--- src/rtl/disp_pkg.sv ---
package disp_pkg;

  typedef enum logic [1:0] {
    KIND_READ     = 2'b00,
    KIND_WRITE    = 2'b01,
    KIND_EXEC     = 2'b10,
    KIND_EXEC_ALT = 2'b11
  } kind_e;

  // strobes from control to datapath
  typedef struct packed {
    logic accept;
    logic issueReq;
    logic issueFire;
  } ctl_t;

endpackage

--- src/rtl/disp_dpath.sv ---
module disp_dpath
  import disp_pkg::*;
#(
  parameter int NR     = 2,
  parameter int NW     = 2,
  parameter int NE     = 2,
  parameter int SUB_W  = 4,
  parameter int BUD_W  = 8,
  parameter int DLY_W  = 4,
  localparam int NU     = NR + NW + NE,
  localparam int UIDX_W = $clog2(NU)
) (
  input  logic              clk,
  input  logic              rst,
  input  ctl_t              ctl,
  input  logic [DLY_W-1:0]  cfgDelay,
  input  logic [1:0]        inKind,
  input  logic [SUB_W-1:0]  inSub,
  input  logic [BUD_W-1:0]  inBudget,
  input  logic              doneValid,
  input  logic [UIDX_W-1:0] doneIdx,
  output logic              stgValid,
  output kind_e             stgKind,
  output logic              stgIsRead,
  output logic [SUB_W-1:0]  stgSub,
  output logic [BUD_W-1:0]  stgBudget,
  output logic              delayDone,
  output logic [UIDX_W-1:0] target,
  output logic [NU-1:0]     busy,
  output logic [NU-1:0]     issueVec
);

  logic [DLY_W-1:0] waitCnt;
  logic [NU-1:0]    busyNext;
  logic [31:0]      subWide;
  logic [31:0]      tgtWide;

  // staging slot
  always_ff @(posedge clk) begin
    if (rst) begin
      stgValid  <= 1'b0;
      stgKind   <= KIND_READ;
      stgSub    <= '0;
      stgBudget <= '0;
    end else if (ctl.accept) begin
      stgValid  <= 1'b1;
      stgKind   <= kind_e'(inKind);
      stgSub    <= inSub;
      stgBudget <= inBudget;
    end else if (ctl.issueFire) begin
      stgValid  <= 1'b0;
    end
  end

  // programmable wait between acceptance and issue
  always_ff @(posedge clk) begin
    if (rst)
      waitCnt <= '0;
    else if (ctl.accept)
      waitCnt <= cfgDelay;
    else if (stgValid && waitCnt != '0)
      waitCnt <= waitCnt - 1'b1;
  end

  assign delayDone = (waitCnt == '0);
  assign stgIsRead = (stgKind == KIND_READ);

  // kind plus subtype to flat unit index
  always_comb begin
    subWide = 32'(stgSub);
    case (stgKind)
      KIND_READ:  tgtWide = subWide % NR;
      KIND_WRITE: tgtWide = NR + (subWide % NW);
      default:    tgtWide = NR + NW + (subWide % NE);
    endcase
    target = UIDX_W'(tgtWide);
  end

  // outstanding-work bitmap
  always_comb begin
    busyNext = busy;
    if (doneValid && (32'(doneIdx) < NU))
      busyNext[doneIdx] = 1'b0;
    if (ctl.issueFire)
      busyNext[target] = 1'b1;
  end

  always_ff @(posedge clk) begin
    if (rst) busy <= '0;
    else     busy <= busyNext;
  end

  always_comb begin
    issueVec = '0;
    if (ctl.issueReq)
      issueVec[target] = 1'b1;
  end

endmodule

--- src/rtl/disp_ctrl.sv ---
module disp_ctrl
  import disp_pkg::*;
#(
  parameter int NR = 2,
  parameter int NW = 2,
  parameter int NE = 2,
  localparam int NU     = NR + NW + NE,
  localparam int UIDX_W = $clog2(NU)
) (
  input  logic              clk,
  input  logic              rst,
  input  logic              cfgRelaxed,
  input  logic              inValid,
  input  logic              stgValid,
  input  logic              stgIsRead,
  input  logic              delayDone,
  input  logic [UIDX_W-1:0] target,
  input  logic [NU-1:0]     busy,
  input  logic [NU-1:0]     unitIssueReady,
  output logic              inReady,
  output ctl_t              ctl
);

  // read and write units occupy the low flat indices
  localparam logic [NU-1:0] RW_MASK = NU'((64'd1 << (NR + NW)) - 64'd1);

  logic closed;
  logic allIdle;
  logic rwIdle;
  logic targetBusy;
  logic releaseOk;
  logic closeOnBusy;
  logic closeOnDry;

  assign allIdle    = (busy == '0);
  assign rwIdle     = ((busy & RW_MASK) == '0);
  assign targetBusy = busy[target];

  assign releaseOk = allIdle | (cfgRelaxed & stgIsRead & rwIdle);

  always_comb begin
    ctl.issueReq  = stgValid & delayDone & ~targetBusy & (~closed | releaseOk);
    ctl.issueFire = ctl.issueReq & unitIssueReady[target];
    inReady       = ~stgValid & (~closed | allIdle | (cfgRelaxed & rwIdle));
    ctl.accept    = inValid & inReady;
  end

  assign closeOnBusy = stgValid & delayDone & targetBusy;
  assign closeOnDry  = ~stgValid & ~inValid & ~allIdle;

  always_ff @(posedge clk) begin
    if (rst) closed <= 1'b0;
    else     closed <= (closed & ~allIdle) | closeOnBusy | closeOnDry;
  end

endmodule

--- src/rtl/instr_dispatcher.sv ---
module instr_dispatcher
  import disp_pkg::*;
#(
  parameter int NR     = 2,
  parameter int NW     = 2,
  parameter int NE     = 2,
  parameter int SUB_W  = 4,
  parameter int BUD_W  = 8,
  parameter int DLY_W  = 4,
  localparam int NU     = NR + NW + NE,
  localparam int UIDX_W = $clog2(NU)
) (
  input  logic              clk,
  input  logic              rst,
  input  logic [DLY_W-1:0]  cfgDelay,
  input  logic              cfgRelaxed,
  input  logic              inValid,
  output logic              inReady,
  input  logic [1:0]        inKind,
  input  logic [SUB_W-1:0]  inSub,
  input  logic [BUD_W-1:0]  inBudget,
  output logic              peekAvail,
  output logic [1:0]        peekKind,
  output logic [NU-1:0]     unitIssueValid,
  input  logic [NU-1:0]     unitIssueReady,
  output logic [SUB_W-1:0]  issueSub,
  output logic [BUD_W-1:0]  issueBudget,
  input  logic              doneValid,
  input  logic [UIDX_W-1:0] doneIdx
);

  ctl_t              ctl;
  logic              stgValid;
  kind_e             stgKind;
  logic              stgIsRead;
  logic              delayDone;
  logic [UIDX_W-1:0] target;
  logic [NU-1:0]     busy;

  disp_ctrl #(.NR(NR), .NW(NW), .NE(NE)) u_ctrl (
    .clk            (clk),
    .rst            (rst),
    .cfgRelaxed     (cfgRelaxed),
    .inValid        (inValid),
    .stgValid       (stgValid),
    .stgIsRead      (stgIsRead),
    .delayDone      (delayDone),
    .target         (target),
    .busy           (busy),
    .unitIssueReady (unitIssueReady),
    .inReady        (inReady),
    .ctl            (ctl)
  );

  disp_dpath #(
    .NR(NR), .NW(NW), .NE(NE), .SUB_W(SUB_W), .BUD_W(BUD_W), .DLY_W(DLY_W)
  ) u_dpath (
    .clk       (clk),
    .rst       (rst),
    .ctl       (ctl),
    .cfgDelay  (cfgDelay),
    .inKind    (inKind),
    .inSub     (inSub),
    .inBudget  (inBudget),
    .doneValid (doneValid),
    .doneIdx   (doneIdx),
    .stgValid  (stgValid),
    .stgKind   (stgKind),
    .stgIsRead (stgIsRead),
    .stgSub    (issueSub),
    .stgBudget (issueBudget),
    .delayDone (delayDone),
    .target    (target),
    .busy      (busy),
    .issueVec  (unitIssueValid)
  );

  assign peekAvail = stgValid;
  assign peekKind  = stgKind;

endmodule

--- config.mk ---
export PLATFORM = sky130hd
export DESIGN_NAME = instr_dispatcher
export DESIGN_NICKNAME = d
export VERILOG_FILES = /design/src/rtl/disp_pkg.sv /design/src/rtl/disp_dpath.sv /design/src/rtl/disp_ctrl.sv /design/src/rtl/instr_dispatcher.sv
export SDC_FILE = /design/constraint.sdc
export NUM_CORES = 1
export LEC_CHECK = 0
export BUFFER_PORTS_ARGS = -buffer_cell sky130_fd_sc_hd__buf_2
export CORE_MARGIN = 2
export CORE_UTILIZATION = 52
export DETAILED_ROUTE_END_ITERATION = 8
export PLACE_DENSITY = 0.84
export SETUP_SLACK_MARGIN = 0.2
export SLEW_MARGIN = 20
export SYNTH_ARGS = -nofsm -noshare
export SYNTH_HDL_FRONTEND = slang
export SYNTH_SLANG_ARGS = --single-unit
--- constraint.sdc ---
create_clock -name clk -period 4.51 [get_ports clk]
set_input_delay 0.2255 -clock clk [delete_from_list [all_inputs] [get_ports clk]]
set_output_delay 0.2255 -clock clk [all_outputs]
set_load 0.1 [all_outputs]
==> impl_metrics.csv, run 1 <==
group,metric,value,unit
clock_tree,cts-root-buf,"clkbuf_4",
timing,max_freq,0.385,GHz
worst_hold_path,min_path_cells,3,
layout,areaGrowthSynthToFinish,22.3,%
die,dieArea,3140,um2
yosys,synth_edf_count,0,
timing,rsz0062_at_grt,"no",
detailed_routing,routed_wl,3.46,mm
worst_setup_path,crit_fanout,16,
global_routing,busiest_layer,"met2",
yosys,syn-num-nets,191,
worst_setup_path,crit_type,"reg -> out",
yosys,synth.avg_cell_area,8.98,um2
timing,finalSetupTns,0,ps
layout,fin_nets,242,
layout,nFillCells,196,
detailed_routing,drtAntennaViolNets,0,
timing,setup_viol,0,
run_status,outcome,"complete, no violations",
global_routing,grtUsageMet1,27.2,%
worst_hold_path,hold-path-endpoint,"u_dpath.stgBudget[0]$_SDFFE_PP0P_",
global_routing,globalRouteMet3Util,3.72,%
pwr,p_per_area,328,nW/um2
clock_tree,ctsLongestPathBuffers,2,
clock_tree,cts_tree,"done",
worst_setup_path,reg2reg_to,"u_dpath.stgValid$_SDFFE_PP0P_",
yosys,synth.largest_area_cell,"dfxtp_1",
yosys,yosysMostFrequentCell,"dfxtp_1",
yosys,ys.flop_type,"dfxtp_1",
timing,max_slew.worst_pin.slew,615,ps
layout,drive_above_1_share,34.5,%
worst_setup_path,r2r_start,"u_dpath.busy[0]$_SDFF_PP0_",
die,floorplan.initialDensity,55.9,%
timing,period_needed,2590,ps
detailed_routing,drc_errors,0,
worst_setup_path,r2r_cells,5,
pwr,power.leakage,0.807,nW
timing,hold_violations,0,
placed_design,dpl.hpwl,2.70,mm
clock_tree,cts_setup_buffers,0,
clock_tree,clkSinkCount,26,
yosys,ys_async_sr_fraction,0,%
global_routing,overflow,0,
timing,period_share,57.5,%
global_routing,grt_pass1_wl,5.66,mm
die,pin_count,54,
worst_hold_path,holdCritPathClass,"in -> reg",
timing,layout_setup_ws,1920,ps
worst_setup_path,endpoint_kind,"output port",
detailed_routing,routed_via_density,5.72,
die,die_y,56.1,um
global_routing,grt.total_usage,22.2,%
detailed_routing,vias,1349,
global_routing,grt_util_met2,39.8,%
global_routing,grt_max_degree,33,
clock_tree,clock_latency,310,ps
pwr,vdd_drop_max,260,uV
worst_setup_path,arrival,2370,ps
yosys,synthTopCellsByArea,"dfxtp_1 (37%), mux2i_1 (12%), nor2_1 (5.9%), mux2_2 (2.4%), o21ai_4 (2.3%)",
yosys,syn_inst,157,
placed_design,portBuffers,53,
yosys,yosysSeqAreaShare,36.9,%
timing,finalMaxSlewViolations,0,
worst_setup_path,reg2reg_slack,2560,ps
yosys,syn-cell-area,1410,um2
clock_tree,numCtsBuffers,3,
layout,antenna_cells,0,
clock_tree,path_clk_slew,130,ps
worst_hold_path,worstHoldStart,"inBudget[0]",
worst_setup_path,critPathLaunchType,"register",
yosys,yosysTopAreaCellShare,36.9,%
timing,skew,12.5,ps
die,core_area,2520,um2
worst_setup_path,required,4280,ps
yosys,ys_top_cells_by_count,"dfxtp_1 (26), nor2_1 (22), mux2i_1 (17), inv_1 (7)",
job,maxCapViolations,0,
clock_tree,post_cts_resized,0,
die,row_count,18,
placed_design,place_ws,2270,ps
die,dieWidth,56.1,um
pwr,total_power,0.565,mW
global_routing,antenna_found_initial,0,
detailed_routing,wl_per_cell,14.7,um
detailed_routing,firstDrtPassIters,4,
yosys,ys_warn_count,0,
global_routing,grt_pass1_vias,1311,
placed_design,place_congestion,0.829,
timing,max_slew_margin,58.9,%
clock_tree,hold_buffers,0,
clock_tree,cts_max_level,1,
yosys,yosys.cell_types.count,45,
detailed_routing,drt_iter0_markers,32,
yosys,ys_ff_latch,26,
[cells in the final DEF (no fill, tap or decap), drive strengths merged, types with 2 or more instances in the layout]
master	Yosys	routed
nand2	6	6
o22ai	3	3
o32ai	2	2
nor2b	4	4
o41ai	3	3
a21oi	5	5
nor3	5	5
inv	7	7
mux2i	17	17
dfxtp	26	26
or4	2	2
and2	2	2
nand3b	2	2
or3b	2	2
a211oi	2	2
or3	3	3
nand3	5	5
clkbuf	4	3
ha	2	2
o21ai	8	8
o311ai	2	2
nor2	22	22
or2	2	2
buf	4	54
a22oi	2	2
mux2	3	3
[metrics by stage]
| stage | hold WS, ps | std cells | util, % | cell area (um2) |
|---|---|---|---|---|
| final | 139 | 236 | 68.4 | 1720 |
| after global routing | 136 | 236 | 68.4 | 1720 |
| after CTS | 139 | 235 | 67.9 | 1710 |
| after detailed placement | 466 | 232 | 67.0 | 1690 |
| after global placement | 456 | 232 | 67.0 | 1690 |
| after floorplan | 369 | 157 | - | 1420 |
[layer usage]
layer	up-vias	routed length (um)
li1	663	-
met1	628	1470
met2	52	1710
met3	6	238
met4	0	44
met5	-	0
[power by group]
part | leakage (nW) | total (mW) | switching (mW) | internal, mW
Sequential | 0.213 | 0.262 | 0.0166 | 0.245
Clock | 0.0138 | 0.0923 | 0.0612 | 0.0311
Combinational | 0.580 | 0.211 | 0.150 | 0.0607
Total | 0.807 | 0.565 | 0.228 | 0.337
[area by class of cell]
type	count	area [um2]	area share (%)
Clock buffer	3	22.5	1.31
Inverter	7	26.3	1.52
Multi-Input combinational cell	116	841	48.8
Sequential cell	26	520	30.2
Tap cell	30	37.5	2.18
Timing Repair Buffer	54	277	16.0
[sequential cells by signal, indices dropped and copies added (netlist names)]
| signal | cells |
|---|---|
| u_ctrl.closed | 1 |
| u_dpath.busy | 6 |
| u_dpath.stgBudget | 8 |
| u_dpath.stgKind | 2 |
| u_dpath.stgSub | 4 |
| u_dpath.stgValid | 1 |
| u_dpath.waitCnt | 4 |
[how the worst max path moves through the flow]
stage          slack, ps                      startpoint           endpoint
2_1_floorplan        280  u_dpath.stgSub[0]$_SDFFE_PP0P_  unitIssueValid[2]
5_1_grt             1720  u_dpath.stgSub[0]$_SDFFE_PP0P_  unitIssueValid[0]
4_1_cts             1930  u_dpath.stgSub[0]$_SDFFE_PP0P_  unitIssueValid[1]
6_report            1920  u_dpath.stgSub[0]$_SDFFE_PP0P_  unitIssueValid[1]
3_5_place_dp        2270  u_dpath.stgSub[0]$_SDFFE_PP0P_  unitIssueValid[1]
3_3_place_gp        2400      u_dpath.busy[0]$_SDFF_PP0_  unitIssueValid[4]
[kinds of logic after synthesis]
logic type / after synthesis / share of synthesized area (%)
xor+xnor: 2 / 1.24
compound gates: 31 / 18.2
buf+inv: 15 / 4.53
fa+ha+maj: 2 / 1.77
flops: 26 / 36.9
simple gates: 61 / 22.9
mux: 20 / 14.5
[critical path: stages, from the launching register on]
cell and delay, ps:
dfxtp_1 700, mux2i_1 250, a22oi_1 130, and2_1 250
nor3_1 260, buf_2 470
Power figures use the tool's default switching activity.
==> run 2: changes to the inputs <==
--- a/config.mk
+++ b/config.mk
@@ -7,9 +7,9 @@
 export LEC_CHECK = 0
 export BUFFER_PORTS_ARGS = -buffer_cell sky130_fd_sc_hd__buf_2
 export CORE_MARGIN = 2
-export CORE_UTILIZATION = 52
+export CORE_UTILIZATION = 48
 export DETAILED_ROUTE_END_ITERATION = 8
-export PLACE_DENSITY = 0.84
+export PLACE_DENSITY = 0.79
 export SETUP_SLACK_MARGIN = 0.2
 export SLEW_MARGIN = 20
 export SYNTH_ARGS = -nofsm -noshare
==> constraint.sdc (replaced) <==
create_clock -name clk -period 2.57 [get_ports clk]
set_input_delay 0.1285 -clock clk [delete_from_list [all_inputs] [get_ports clk]]
set_output_delay 0.1285 -clock clk [all_outputs]
set_load 0.1 [all_outputs]
==> run 2 against run 1 <==
Against the previous run: worst hold slack worse by 120 ps; clock power rose by 130%; first-iteration DRC count increased by 6.3%; power is 87% higher; largest cell class unchanged; count of clock-buffer cells in the layout increased by 1; die area up 7.7%.
==> impl_metrics.csv, run 2 (synthesized netlist as in run 1, its figures left out) <==
group,metric,value,unit
die,pin_count,54,
detailed_routing,wl_met3,235,um
layout,largest_register_ffs,8,
clock_tree,path_clk_slew,140,ps
global_routing,grt.total_usage,22.3,%
detailed_routing,firstDrtPassIters,4,
detailed_routing,wl_per_cell,14.8,um
timing,setup_viol,0,
clock_tree,clock_latency,320,ps
die,die_y,58.2,um
global_routing,grt_pass1_wl,5.82,mm
pwr,p_seq_share,43.5,%
global_routing,antenna_found_initial,0,
worst_setup_path,arrival,2200,ps
pwr,power.leakage,0.845,nW
worst_setup_path,critPathBufInv,1,
pwr,power_frac_comb,36.8,%
run_status,outcome,"complete, no violations",
job,maxCapViolations,0,
detailed_routing,vias,1380,
worst_setup_path,cpLargestDelayFamily,"simple AND/OR/NAND/NOR gates",
layout,nFillCells,226,
die,floorplan.initialDensity,50.7,%
layout,drive_above_1_share,40.1,%
pwr,vdd_drop_max,502,uV
worst_setup_path,slowest_stage,"or4_4",
worst_setup_path,critPathLaunchType,"register",
timing,hold_violations,0,
detailed_routing,wl_met1,1.40,mm
die,dieArea,3390,um2
timing,hold-worst-slack,22.4,ps
layout,areaGrowthSynthToFinish,31.7,%
timing,skew,6.41,ps
clock_tree,numCtsBuffers,3,
timing,period_share,90.6,%
placed_design,portBuffers,53,
placed_design,place_congestion,0.859,
pwr,p_int,0.629,mW
timing,max_freq,0.429,GHz
layout,layout_commonest_cell,"buf_2",
worst_setup_path,max_stage_delay,570,ps
clock_tree,cts_tree,"done",
detailed_routing,route.met2.wl,1.80,mm
worst_hold_path,holdCritPathClass,"in -> reg",
worst_setup_path,endpoint_kind,"output port",
global_routing,grt_pass1_vias,1335,
die,dieWidth,58.2,um
clock_tree,ctsLongestPathBuffers,2,
layout,fin_nets,242,
timing,finalSetupTns,0,ps
clock_tree,cts_setup_buffers,0,
timing,max_slew_margin,61.5,%
worst_setup_path,required,2440,ps
worst_setup_path,crit_type,"reg -> out",
detailed_routing,routed_wl,3.52,mm
clock_tree,cts_max_level,1,
layout,top_regs,"u_dpath.stgBudget: 8 flops, u_dpath.busy: 6 flops",
layout,antenna_cells,0,
pwr,power.switching,0.427,mW
die,row_count,19,
timing,finalMaxSlewViolations,0,
layout,top_register,"u_dpath.stgBudget",
global_routing,overflow,0,
pwr,switching_share,40.4,%
timing,max_slew.worst_pin.slew,570,ps
clock_tree,clkSinkCount,26,
detailed_routing,drc_errors,0,
detailed_routing,dr.max_layer_used,"met4",
pwr,total_power,1.06,mW
pwr,p_per_area,569,nW/um2
clock_tree,cts-root-buf,"clkbuf_4",
detailed_routing,drtAntennaViolNets,0,
placed_design,dpl.hpwl,2.59,mm
layout,final_cell_mix,"buf_2 (47), dfxtp_1 (22), nor2_1 (21)",
worst_setup_path,cp_cell_sequence,"or4_4 > o21ai_4 > nand2_1 > nor3b_4 > buf_8",
worst_setup_path,crit_fanout,6,
global_routing,grt_max_degree,33,
detailed_routing,routed_via_density,5.80,
timing,period_needed,2330,ps
pwr,clkPwrFrac,19.7,%
die,core_area,2780,um2
timing,rsz0062_at_grt,"yes",
detailed_routing,drt_iter0_markers,34,
run 2: changes by cell type in the layout (fill, tap and decap cells not counted), moves of 2 or more:
| cell | previous run | this run |
|---|---|---|
| buf_2 | 53 | 47 |
| buf_6 | 1 | 4 |
| buf_8 | 0 | 2 |
| dfxtp_1 | 26 | 22 |
| dfxtp_2 | 0 | 2 |
| dfxtp_4 | 0 | 2 |
| nor3_1 | 5 | 0 |
| nor3_4 | 0 | 5 |
run 2: worst paths after layout:
path	startpoint	end	slack, ps	cells past startpoint
worst max-delay path	u_dpath.busy[0]$_SDFF_PP0_	unitIssueValid[3]	240	5
worst min-delay path	inBudget[4]	u_dpath.stgBudget[4]$_SDFFE_PP0P_	20	3
worst max register to register	u_dpath.busy[0]$_SDFF_PP0_	u_dpath.waitCnt[3]$_SDFFE_PP0P_	660	5
worst min register to register	u_dpath.stgBudget[6]$_SDFFE_PP0P_	u_dpath.stgBudget[6]$_SDFFE_PP0P_	510	2
run 2: worst min-delay path: cells and delay by family:
family        cells  cell delay [ps]
simple gates      1               70
buf+inv           1               80
mux               1               50
run 2: power groups by stage:
stage	Combinational (mW)	Clock, mW	Sequential, mW
after floorplan	0.197	0	0.582
after global placement	0.375	0	0.466
after detailed placement	0.382	0	0.469
after CTS	0.386	0.212	0.460
after global routing	0.413	0.232	0.465
final	0.388	0.208	0.460
run 2: per-stage QoR:
| step | utilization, % | area, um2 | worst slack, ps | instances |
|---|---|---|---|---|
| after floorplan | - | 1500 | 188 | 157 |
| after global placement | 63.8 | 1770 | 486 | 234 |
| after global routing | 66.8 | 1860 | 165 | 238 |
| after detailed placement | 63.8 | 1770 | 436 | 234 |
| final | 66.8 | 1860 | 241 | 238 |
| after CTS | 65.6 | 1830 | 192 | 238 |
run 2: area by class of cell:
class                      instances  area (um2)  area share [%]
sequential                        26         531            28.6
clock buffer                       4        36.3            1.95
multi-input combinational        116         907            48.9
tap                               31        38.8            2.09
inverter                           7        26.3            1.42
timing repair buffer              54         318            17.1
run 2: metal layers:
layer,vias up,global-route usage (%)
met1,638,27.9
met3,11,4.24
li1,671,-
met5,-,0
met2,60,36.9
met4,0,10.6
run 2: repair_timing:
item	in CTS	in global routing
pin swaps	0	1
hold buffers	0	0
resized for setup	6	9
setup endpoints to repair	6	7
==> run 3: changes to the inputs <==
--- a/config.mk
+++ b/config.mk
@@ -6,10 +6,12 @@
 export NUM_CORES = 1
 export LEC_CHECK = 0
 export BUFFER_PORTS_ARGS = -buffer_cell sky130_fd_sc_hd__buf_2
+export CELL_PAD_IN_SITES_DETAIL_PLACEMENT = 1
+export CELL_PAD_IN_SITES_GLOBAL_PLACEMENT = 1
 export CORE_MARGIN = 2
-export CORE_UTILIZATION = 48
+export CORE_UTILIZATION = 35
 export DETAILED_ROUTE_END_ITERATION = 8
-export PLACE_DENSITY = 0.79
+export PLACE_DENSITY_LB_ADDON = 0.1
 export SETUP_SLACK_MARGIN = 0.2
 export SLEW_MARGIN = 20
 export SYNTH_ARGS = -nofsm -noshare
==> run 3 against run 2 <==
Against the previous run: critical path depth unchanged; setup slack better by 79 ps; cell area up 0.27%; register-to-register slack better by 40 ps; worst hold slack better by 61 ps; largest cell class unchanged; largest power group unchanged.
==> impl_metrics.csv, run 3 (synthesized netlist as in run 1, its figures left out) <==
group,metric,value,unit
run_status,outcome,"complete, no violations",
worst_setup_path,r2r_cells,6,
worst_setup_path,cp_cell_sequence,"or4_4 > o21ai_4 > nand2_1 > nor3_4 > clkbuf_4",
die,dieArea,4550,um2
detailed_routing,vias,1345,
layout,final_cell_mix,"buf_2 (47), dfxtp_1 (22), nor2_1 (21)",
layout,seq_area,531,um2
layout,fin_util,47.2,%
layout,antenna_cells,0,
clock_tree,cts_tree,"done",
worst_setup_path,cpLargestDelayFamily,"simple AND/OR/NAND/NOR gates",
timing,rsz0062_at_grt,"no",
placed_design,placedCellCount,253,
layout,areaGrowthSynthToFinish,32.0,%
layout,final_cell_area,1860,um2
timing,hold_violations,0,
detailed_routing,routed_wl,3.80,mm
die,die_y,67.5,um
timing,period_share,87.6,%
worst_setup_path,reg2reg_to,"u_dpath.busy[1]$_SDFF_PP0_",
worst_setup_path,required,2440,ps
worst_hold_path,min_path_cells,3,
timing,hold-worst-slack,83.1,ps
placed_design,place_area,1800,um2
clock_tree,cts-root-buf,"clkbuf_8",
detailed_routing,firstDrtPassIters,4,
layout,top_register,"u_dpath.stgBudget",
timing,period_needed,2250,ps
global_routing,grt_pass1_vias,1399,
worst_setup_path,crit_fanout,6,
job,maxCapViolations,0,
timing,finalMaxSlewViolations,0,
worst_hold_path,hold-path-endpoint,"u_dpath.stgSub[0]$_SDFFE_PP0P_",
placed_design,portBuffers,53,
timing,setup_viol,0,
die,floorplan.initialDensity,35.8,%
worst_hold_path,worstHoldStart,"inSub[0]",
global_routing,antenna_found_initial,0,
placed_design,dpl.hpwl,2.99,mm
layout,fin_nets,242,
worst_setup_path,arrival,2120,ps
timing,max_slew.worst_pin.slew,595,ps
timing,skew,6.44,ps
layout,top_regs,"u_dpath.stgBudget: 8 flops, u_dpath.busy: 6 flops",
clock_tree,path_clk_slew,90,ps
timing,max_freq,0.444,GHz
global_routing,globalRouteMet3Util,3.00,%
global_routing,grt_pass1_wl,6.30,mm
pwr,total_power,1.08,mW
die,core_area,3940,um2
global_routing,grt_max_degree,33,
layout,multiInputGateArea,906,um2
clock_tree,ctsLongestPathBuffers,2,
worst_setup_path,r2r_start,"u_dpath.waitCnt[0]$_SDFFE_PP0P_",
detailed_routing,routed_via_density,5.23,
clock_tree,clkSinkCount,26,
layout,drive_above_1_share,39.1,%
worst_setup_path,endpoint_kind,"output port",
detailed_routing,drtAntennaViolNets,0,
detailed_routing,drt_iter0_markers,36,
clock_tree,cts_max_level,1,
worst_hold_path,holdCritPathClass,"in -> reg",
global_routing,busiest_layer,"met2",
global_routing,grtUsageMet1,20.3,%
worst_setup_path,reg2reg_slack,700,ps
timing,layout_setup_ws,319,ps
layout,largest_register_ffs,8,
global_routing,grt.total_usage,18.2,%
timing,finalSetupTns,0,ps
layout,fin_cells,257,
die,row_count,23,
worst_setup_path,critPathLaunchType,"register",
clock_tree,numCtsBuffers,3,
global_routing,grt_util_met2,34.7,%
layout,nFillCells,467,
pwr,power.leakage,0.840,nW
clock_tree,clock_latency,270,ps
clock_tree,cts_setup_buffers,0,
timing,max_slew_margin,60.3,%
worst_setup_path,crit_type,"reg -> out",
pwr,p_per_area,581,nW/um2
worst_setup_path,crit_start,"u_dpath.busy[0]$_SDFF_PP0_",
worst_setup_path,critPathBufInv,1,
die,pin_count,54,
placed_design,place_congestion,0.863,
clock_tree,hold_buffers,0,
global_routing,overflow,0,
detailed_routing,wl_per_cell,14.8,um
placed_design,place_ws,445,ps
die,dieWidth,67.5,um
pwr,vdd_drop_max,344,uV
worst_setup_path,max_stage_delay,570,ps
worst_setup_path,cp.depth,5,
layout,layout_commonest_cell,"buf_2",
worst_setup_path,slowest_stage,"or4_4",
detailed_routing,drc_errors,0,
[run 3: cell types whose count changed in the layout (fill, tap and decap cells not counted), sizes merged]
cell | before | now
buf | 54 | 53
clkinv | 0 | 1
[run 3: worst max-delay path by stage]
| stage | endpoint |
|---|---|
| final | unitIssueValid[2] |
| after global routing | unitIssueValid[2] |
| after CTS | unitIssueValid[2] |
| after detailed placement | unitIssueValid[3] |
| after global placement | unitIssueValid[3] |
| after floorplan | unitIssueValid[3] |
[run 3: timing repair]
action                                  4_1_cts  5_1_grt
endpoints found under the setup margin        5        2
resized for setup                             5        2
gates cloned                                  0        0
[run 3: power by group]
part	total, mW	switching [mW]	internal [mW]
logic	0.388	0.279	0.110
clock network	0.233	0.126	0.107
registers	0.460	0.0301	0.430
[run 3: tightest hold or removal path: cells and delay by family]
family | cells | cell delay [ps]
simple gates | 1 | 70
mux | 1 | 50
buf+inv | 1 | 70
[run 3: area by class of cell]
class                   count  area share [%]
repair buffers             54            15.7
clock inverters             1           0.202
inverters                   7            1.41
multi-input cells         116            48.7
well taps                  50            3.36
clock buffers               3            2.22
flip-flops and latches     26            28.5
[run 3: per-layer routing]
layer	wire (um)	share of wire, %
met1	1510	40
met2	2110	56
met3	146	3.8
met4	25	0.66
met5	0	0
